[config.mk]
export PLATFORM = sky130hd
export DESIGN_NAME = fpgate_ctrl
export DESIGN_NICKNAME = d
export VERILOG_FILES = /design/src/rtl/fpgate_pkg.sv /design/src/rtl/fpgate_classify.sv /design/src/rtl/fpgate_resolve.sv /design/src/rtl/fpgate_hold.sv /design/src/rtl/fpgate_ctrl.sv
export SDC_FILE = /design/constraint.sdc
export NUM_CORES = 1
export LEC_CHECK = 0
export BUFFER_PORTS_ARGS = -buffer_cell sky130_fd_sc_hd__buf_2
export CAP_MARGIN = 10
export CORE_AREA = 8 8 45 47
export CTS_BUF_LIST = sky130_fd_sc_hd__clkbuf_4 sky130_fd_sc_hd__clkbuf_8
export DETAILED_ROUTE_END_ITERATION = 10
export DIE_AREA = 0 0 53 55
export PLACE_DENSITY = 0.45
export SKIP_CTS_REPAIR_TIMING = 1
export SYNTH_ARGS = -nofsm -noshare
export SYNTH_HDL_FRONTEND = slang
export SYNTH_HIERARCHICAL = 1
export SYNTH_SLANG_ARGS = --single-unit
[constraint.sdc]
create_clock -name clk -period 2.3 [get_ports clk]
set_clock_uncertainty 0.15 [all_clocks]
set_input_delay 0.115 -clock clk [delete_from_list [all_inputs] [get_ports clk]]
set_output_delay 0.115 -clock clk [all_outputs]
set_load 0.01 [all_outputs]
[src/rtl/fpgate_pkg.sv]
package fpgate_pkg;

    // Action chosen for one accepted instruction
    typedef enum logic [1:0] {
        ACT_NONE   = 2'd0,
        ACT_RUN    = 2'd1,
        ACT_REPORT = 2'd2,
        ACT_FREEZE = 2'd3
    } act_e;

    // Hold state of the gate
    typedef enum logic {
        ST_RUN  = 1'b0,
        ST_HELD = 1'b1
    } hold_e;

    // Conditions derived from the inputs for the instruction under test
    typedef struct packed {
        logic exempt;      // control instruction allowed past an error
        logic non_fp;      // not a floating-point instruction
        logic ignore_eff;  // ignore request after masking
        logic pending;     // unmasked error outstanding
        logic native;      // native error-reporting mode
    } cond_t;

    // Registered output strobes
    typedef struct packed {
        logic exec;
        logic freeze;
        logic report;
        logic resume;
    } strobe_t;

    function automatic act_e resolve_action(input cond_t c);
        act_e a;
        if (c.non_fp || !c.pending) begin
            a = ACT_RUN;
        end else if (c.native) begin
            a = c.exempt ? ACT_RUN : ACT_REPORT;
        end else if (c.ignore_eff || c.exempt) begin
            a = ACT_RUN;
        end else begin
            a = ACT_FREEZE;
        end
        return a;
    endfunction

endpackage

[src/rtl/fpgate_classify.sv]
module fpgate_classify
    import fpgate_pkg::*;
#(
    parameter int CLS_W        = 4,
    parameter int EXEMPT_COUNT = 9,
    parameter int NON_FP_CODE  = 15
) (
    input  logic [CLS_W-1:0] cls_i,
    input  logic             native_i,
    input  logic             ignore_n_i,
    input  logic             pending_i,
    input  logic             dual_i,
    output cond_t            cond_o
);
    localparam logic [CLS_W-1:0] EXEMPT_LIMIT = CLS_W'(EXEMPT_COUNT);
    localparam logic [CLS_W-1:0] NON_FP       = CLS_W'(NON_FP_CODE);

    logic pin_masked;

    // The ignore request counts only when active, not strapped off,
    // and the core is not in native mode.
    assign pin_masked = dual_i | native_i;

    always_comb begin
        cond_o            = '0;
        cond_o.exempt     = (cls_i < EXEMPT_LIMIT);
        cond_o.non_fp     = (cls_i == NON_FP);
        cond_o.ignore_eff = ~ignore_n_i & ~pin_masked;
        cond_o.pending    = pending_i;
        cond_o.native     = native_i;
    end

endmodule

[src/rtl/fpgate_resolve.sv]
module fpgate_resolve
    import fpgate_pkg::*;
(
    input  logic  valid_i,
    input  logic  held_i,
    input  cond_t cond_i,
    output act_e  act_o
);
    always_comb begin
        if (!valid_i || held_i) begin
            act_o = ACT_NONE;
        end else begin
            act_o = resolve_action(cond_i);
        end
    end

endmodule

[src/rtl/fpgate_hold.sv]
module fpgate_hold
    import fpgate_pkg::*;
(
    input  logic    clk,
    input  logic    rst,
    input  act_e    act_i,
    input  logic    irq_i,
    output logic    held_o,
    output strobe_t strb_o
);
    hold_e   state_q;
    strobe_t strb_q;

    always_ff @(posedge clk) begin
        if (rst) begin
            state_q <= ST_RUN;
            strb_q  <= '0;
        end else begin
            strb_q <= '0;
            case (state_q)
                ST_RUN: begin
                    case (act_i)
                        ACT_RUN:    strb_q.exec   <= 1'b1;
                        ACT_REPORT: strb_q.report <= 1'b1;
                        ACT_FREEZE: begin
                            strb_q.freeze <= 1'b1;
                            state_q       <= ST_HELD;
                        end
                        default: ;
                    endcase
                end
                ST_HELD: begin
                    if (irq_i) begin
                        strb_q.resume <= 1'b1;
                        state_q       <= ST_RUN;
                    end
                end
                default: state_q <= ST_RUN;
            endcase
        end
    end

    assign held_o = (state_q == ST_HELD);
    assign strb_o = strb_q;

endmodule

[src/rtl/fpgate_ctrl.sv]
module fpgate_ctrl
    import fpgate_pkg::*;
#(
    parameter int CLS_W        = 4,
    parameter int EXEMPT_COUNT = 9,
    parameter int NON_FP_CODE  = 15
) (
    input  logic             clk,
    input  logic             rst,
    input  logic             native_err_i,
    input  logic             ignore_err_n_i,
    input  logic             err_pending_i,
    input  logic             dual_cfg_i,
    input  logic             ins_valid_i,
    input  logic [CLS_W-1:0] ins_class_i,
    input  logic             ext_irq_i,
    output logic             exec_o,
    output logic             freeze_o,
    output logic             report_o,
    output logic             resume_o,
    output logic             frozen_o
);
    cond_t   cond;
    act_e    act;
    logic    held;
    strobe_t strb;

    fpgate_classify #(
        .CLS_W        (CLS_W),
        .EXEMPT_COUNT (EXEMPT_COUNT),
        .NON_FP_CODE  (NON_FP_CODE)
    ) u_classify (
        .cls_i      (ins_class_i),
        .native_i   (native_err_i),
        .ignore_n_i (ignore_err_n_i),
        .pending_i  (err_pending_i),
        .dual_i     (dual_cfg_i),
        .cond_o     (cond)
    );

    fpgate_resolve u_resolve (
        .valid_i (ins_valid_i),
        .held_i  (held),
        .cond_i  (cond),
        .act_o   (act)
    );

    fpgate_hold u_hold (
        .clk    (clk),
        .rst    (rst),
        .act_i  (act),
        .irq_i  (ext_irq_i),
        .held_o (held),
        .strb_o (strb)
    );

    assign exec_o   = strb.exec;
    assign freeze_o = strb.freeze;
    assign report_o = strb.report;
    assign resume_o = strb.resume;
    assign frozen_o = held;

endmodule

==> results of run 1 <==
-- worst max-delay path by stage --
stage	end	slack (ns)	depth (start not counted)
final	u_hold/held_o	0.98	4
after global routing	u_hold/held_o	0.89	4
after CTS	u_hold/held_o	0.98	4
after detailed placement	u_hold/held_o	0.86	6
after global placement	u_hold/held_o	0.82	6
after floorplan	u_hold/held_o	1.06	4
-- report_power, final --
group | switching, mW | internal (mW)
Sequential | 0.00108 | 0.0892
Clock | 0.0357 | 0.0773
Combinational | 0.0117 | 0.0154
Total | 0.0486 | 0.182
-- state kept, by name (all words and copies together) (netlist names) --
name / flops
u_hold/strb_o: 4
u_hold/held_o: 1
-- worst max-delay path: stages, from the launching register on --
cell and delay [ns]:
dfxtp_1 0.37, nand2b_1 0.19, nor3b_2 0.24, nand2_1 0.11, o31ai_1 0.19
-- kinds of logic after synthesis --
| logic type | count (synthesis) | share of synthesized area [%] |
|---|---|---|
| AOI/OAI and AO/OA | 3 | 10.8 |
| buffers and inverters | 2 | 6.48 |
| DFF | 5 | 43.2 |
| and+or+nand+nor | 12 | 39.5 |
-- placed cells by master, fill, tap and decap left out --
master / instances
and3b_2: 1
o31ai_2: 1
buf_2: 16
dlygate4sd3_1: 2
clkbuf_4: 4
nand2b_1: 1
nand2_1: 1
dfxtp_1: 5
nor3b_1: 1
a21oi_1: 1
and4_1: 1
nor3_1: 2
nor4b_1: 2
or3b_1: 1
nor2b_1: 1
o31ai_1: 1
nor3b_2: 1
-- per-layer routing --
metal  global-route usage (%)  vias to the layer above
met5                        0                        -
met4                     3.88                        0
met3                     4.81                        2
met2                     3.32                       19
met1                     5.94                       89
li1                         -                      121
-- layout make-up --
cell class                 count  area, sq um  share of cell area [%]
clock buffer                   4         30.0                    8.19
tap                           16         20.0                    5.46
timing repair buffer          18          100                    27.3
sequential                     5          100                    27.3
multi-input combinational     15          116                    31.7
-- stage by stage --
stage,instances,cell area [sq um],setup WS (ns)
floorplan,22,231,1.06
global placement,52,317,0.820
detailed placement,52,317,0.863
CTS,56,347,0.982
global route,58,367,0.888
finish,58,367,0.975
==> metrics.md, run 1 <==
| Metric | Value |
|---|---|
| Critical path required time | `2.30 ns` |
| Final ANT Viol Nets | `0` |
| CP Launch Type | `flop` |
| R2R Setup Slk | `0.98 ns` |
| RSZ-0062 raised after global routing | `no` |
| Peak VDD IR | `0.000299 V` |
| Residual DRC | `0` |
| Distinct cell type count after synthesis | `15` |
| Crit path time final | `1.32 ns` |
| Inserted Clock Buffers | `3` |
| Total GRT Usage | `4.54%` |
| Worst min path class | `in -> reg` |
| Port Buffer Count | `16` |
| Hold depth | `3` |
| Flops & latches, synth | `5` |
| Dominant cell by count in the synthesized netlist | `dfxtp_1` |
| Die area | `0.00292 sq mm` |
| Final period utilization | `57.6%` |
| CTS Root Cell | `clkbuf_4` |
| CTS tree | `built` |
| Share of cells above drive strength 1 | `54.8%` |
| Fin. Hold Viols | `0` |
| Initial core utilization | `16.7%` |
| Worst slew margin | `84.1%` |
| Top cell type's share of synthesized area | `43.2%` |
| Top post-synthesis cells by area | `dfxtp_1 (43%), nor4b_1 (7.6%), buf_4 (6.5%)` |
| Total of max-cap violations | `0` |
| Congestion Overflow GR | `0` |
| Top FF cell, synth | `dfxtp_1` |
| Total core area | `0.00138 sq mm` |
| Drt initial violations | `1` |
| Post-synth top area cell | `dfxtp_1` |
| Setup Viol. Count Final | `0` |
| Final wirelength | `646 microns` |
| Highest metal used | `met4` |
| Synth cell count leaders | `dfxtp_1 (5), buf_4 (2), nor3_1 (2), nor4b_1 (2)` |
| Fin nets | `55` |
| Longest Clk Path Bufs | `2` |
| Slew Limit Fails | `0` |
| CTS Sinks | `5` |
| CP endpoint kind | `flop` |
| Vias | `231` |
| H-Tree Depth | `1` |
| Total power | `230 uW` |
| First-pass GRT wire length | `890 microns` |
| Clock transition at the registers of the reported paths | `0.04 ns` |
| Cell row count | `14` |
| Vias in the first global route | `203` |
| Ant diodes | `0` |
| Area grow syn2layout | `58.4%` |
| Routed WL per cell | `11.1 microns` |
| Run status | `completed` |
| DRT Pass-1 Iters | `2` |
| Slew @ Worst Pin | `0.238 ns` |
| R2R Path End | `u_hold/held_o` |
| IO Pins | `17` |
| Mean Syn Cell Area | `10.5 sq um` |
| Synth Net Count | `34` |
| Hold_sp | `native_err_i` |
| Wl on met1 | `339 microns` |
| Fill count | `143` |
| Synth Instances | `22` |
| Die height | `55 microns` |
| FF-to-FF Start | `u_hold/held_o` |
| Fin util | `26.5%` |
| Sum Neg Setup Slack | `0 ns` |
| Leak pwr | `0.171 nW` |
| Initial antenna violation count | `0` |
| P per Cell Area | `629 mW/mm^2` |
| Fin Hold WS | `0.105 ns` |
| Register area share after synthesis | `43.2%` |
| DP Wirelength | `482 microns` |
| Met3 Wirelength | `131 microns` |
| Hold Path End | `u_hold/strb_o[3]` |
| Crit path DAT | `1.33 ns` |
| Gpl congestion | `0.743` |
| R2R cell count | `4` |
| Crit-path max FO | `8` |
| Setup crit start | `u_hold/held_o` |
| Asr flop ratio synth | `0%` |
| Drt via density | `3.98` |
| Largest net degree at the start of global routing | `9` |
| Metal2 WL | `171 microns` |
| Clock Latency Late Sink | `0.24 ns` |
| Mapped Area | `231 sq um` |
| Die width | `53 microns` |
| Critical path class | `reg -> reg` |
| EDFF count, synth | `0` |
| Synth warnings | `6` |
| Fmax | `755 MHz` |
Note: power is estimated with default switching activity, not from simulation.
==> run 2: changes to the inputs <==
- ABC_AREA: not set -> 1
- PLACE_DENSITY: 0.45 -> 0.5
- clock period: 2.3 -> 1.4 ns (I/O delays scaled with it)
==> run 2 against run 1 <==
Effect of this change:
- critical path depth up 3
- cell area up 16%
- routed wire length down 11%
- sequential share of layout area down 3.8 points
- register-to-register slack worse by 0.70 ns
- setup slack worse by 0.70 ns
- highest routed layer unchanged
- clock power up 63%
==> metrics.md, run 2 <==
| Metric | Value |
|---|---|
| Commonest non-fill, non-tap cells in the layout | `buf_2 (16), inv_1 (15), nand2_1 (11), nor2_1 (10), dfxtp_1 (5)` |
| Hold_sp | `err_pending_i` |
| Cell Chain, Critical Path | `nor2_4 -> nand2_1 -> nor2_1 -> nand2_1 -> inv_1 -> nand2_1 -> nand2_1` |
| Crit path DAT | `1.16 ns` |
| Total of max-cap violations | `0` |
| FF-to-FF Start | `u_hold/held_o` |
| Setup Viol. Count Final | `0` |
| Residual DRC | `0` |
| IO Pins | `17` |
| P per Cell Area | `922 mW/mm^2` |
| Gpl congestion | `0.686` |
| Share of cells above drive strength 1 | `33.3%` |
| Top post-synthesis cells by area | `dfxtp_1 (34%), inv_1 (19%), nand2_1 (14%)` |
| Final period utilization | `80.2%` |
| Fin nets | `82` |
| Synth Instances | `49` |
| Ant diodes | `0` |
| Top FF cell, synth | `dfxtp_1` |
| Asr flop ratio synth | `0%` |
| Top cell type's share of synthesized area | `34.3%` |
| Worst min path class | `in -> reg` |
| Flops & latches, synth | `5` |
| Clock Latency Late Sink | `0.24 ns` |
| Leading cell type in the layout, fill and taps excluded | `buf_2` |
| Worst-path cell with the longest stage delay | `dfxtp_1` |
| Register area share after synthesis | `34.3%` |
| Sum Neg Setup Slack | `0 ns` |
| Die area | `0.00292 sq mm` |
| Critical path class | `reg -> reg` |
| Worst slew margin | `84.8%` |
| Critical path's largest stage delay | `0.36 ns` |
| CP endpoint kind | `flop` |
| Synth cell count leaders | `inv_1 (15), nand2_1 (11), nor2_1 (10)` |
| Largest net degree at the start of global routing | `6` |
| Total GRT Usage | `4.38%` |
| Crit path time final | `1.12 ns` |
| Slew @ Worst Pin | `0.227 ns` |
| Final wirelength | `572 microns` |
| Routed WL per cell | `6.73 microns` |
| EDFF count, synth | `0` |
| Max reg flops | `4` |
| Fmax | `890 MHz` |
| R2R Path End | `u_hold/held_o` |
| Area grow syn2layout | `46.4%` |
| DRT Pass-1 Iters | `2` |
| Vias in the first global route | `258` |
| Hold depth | `7` |
| Pre-CTS setup slack | `0.268 ns` |
| Die width | `53 microns` |
| Slew Limit Fails | `0` |
| Inserted Clock Buffers | `3` |
| First-pass GRT wire length | `869 microns` |
| Final WS setup | `0.277 ns` |
| Vias | `300` |
| Run status | `completed` |
| Placement Cell Area | `377 sq um` |
| Fin. Hold Viols | `0` |
| RSZ-0062 raised after global routing | `no` |
| Crit-path max FO | `5` |
| Distinct cell type count after synthesis | `10` |
| Final ANT Viol Nets | `0` |
| Congestion Overflow GR | `0` |
| Leak pwr | `0.272 nW` |
| Final instance area | `427 sq um` |
| Initial antenna violation count | `0` |
| Post-synth top area cell | `dfxtp_1` |
| CP dominant cell by count | `nand2_1` |
| Initial core utilization | `21.1%` |
| Drt initial violations | `1` |
| CTS Sinks | `5` |
| Die height | `55 microns` |
| Dominant cell by count in the synthesized netlist | `inv_1` |
| R2R Setup Slk | `0.28 ns` |
| Total core area | `0.00138 sq mm` |
| Drt via density | `3.53` |
| CTS Root Cell | `clkbuf_4` |
| Clock transition at the registers of the reported paths | `0.04 ns` |
| Hold Path End | `u_hold/strb_o[1]` |
| H-Tree Depth | `1` |
| Port Buffer Count | `16` |
| Synth Net Count | `61` |
| CTS tree | `built` |
| Synth warnings | `6` |
| CP Launch Type | `flop` |
| Mean Syn Cell Area | `5.95 sq um` |
| Longest Clk Path Bufs | `2` |
| Peak VDD IR | `0.000174 V` |
| R2R cell count | `7` |
| Cell row count | `14` |
| Fin util | `30.8%` |
| Critical path required time | `1.44 ns` |
| Mapped Area | `292 sq um` |
==> run 2: cell count changes in the layout (fill, tap and decap cells not counted), moves of 2 or more <==
cell | before | now
nor4b_1 | 2 | 0
nand2_1 | 1 | 11
nor2_2 | 0 | 2
inv_1 | 0 | 15
nor2_1 | 0 | 10
==> run 2: worst max-delay path: cells and delay by family, from the launching register on <==
kind | cells | cell delay [ns]
AND/OR/NAND/NOR | 6 | 0.50
buffers and inverters | 1 | 0.05
flip-flops | 1 | 0.36
==> run 2: power by group <==
part / switching, mW / internal, mW
logic: 0.0299 / 0.0303
registers: 0.00189 / 0.147
clock network: 0.0575 / 0.127
total: 0.0893 / 0.304
==> run 2: logic make-up (layout without fill, tap and decap cells) <==
family | count (synthesis) | in the layout | synth area share, %
flops | 5 | 5 | 34.3
compound gates | 1 | 1 | 2.58
buf+inv | 17 | 37 | 24.5
simple gates | 26 | 26 | 38.6
==> run 2: area by class of cell <==
type	count	area (sq um)
clock buffer	4	30.0
fill	168	957
inverter	15	56.3
multi-input combinational	27	120
sequential	5	100
tap	16	20.0
timing repair buffer	18	100
==> run 2: per-layer routing <==
metal	up-vias	part of all wire, %	global-route usage (%)
li1	172	-	-
met1	110	42	4.27
met2	16	36	5.47
met3	2	19	3.21
met4	0	3.0	5.17
met5	-	0	0
==> run 2: how the worst max path moves through the flow <==
stage	from	to	depth (start not counted)
after global placement	ins_class_i[1]	u_hold/held_o	12
after CTS	u_hold/held_o	u_hold/held_o	7
final	u_hold/held_o	u_hold/held_o	7
after floorplan	u_hold/held_o	u_hold/held_o	7
after global routing	u_hold/held_o	u_hold/strb_o[2]	7
after detailed placement	ins_class_i[1]	u_hold/held_o	12
==> run 2: per-stage QoR <==
step                      std cells  total power, mW  hold WS (ns)
after floorplan                  49            0.188        0.0527
after global placement           79            0.208         0.159
after detailed placement         79            0.208         0.160
after CTS                        83            0.397       -0.0907
after global routing             85            0.421         0.165
final                            85            0.394         0.118
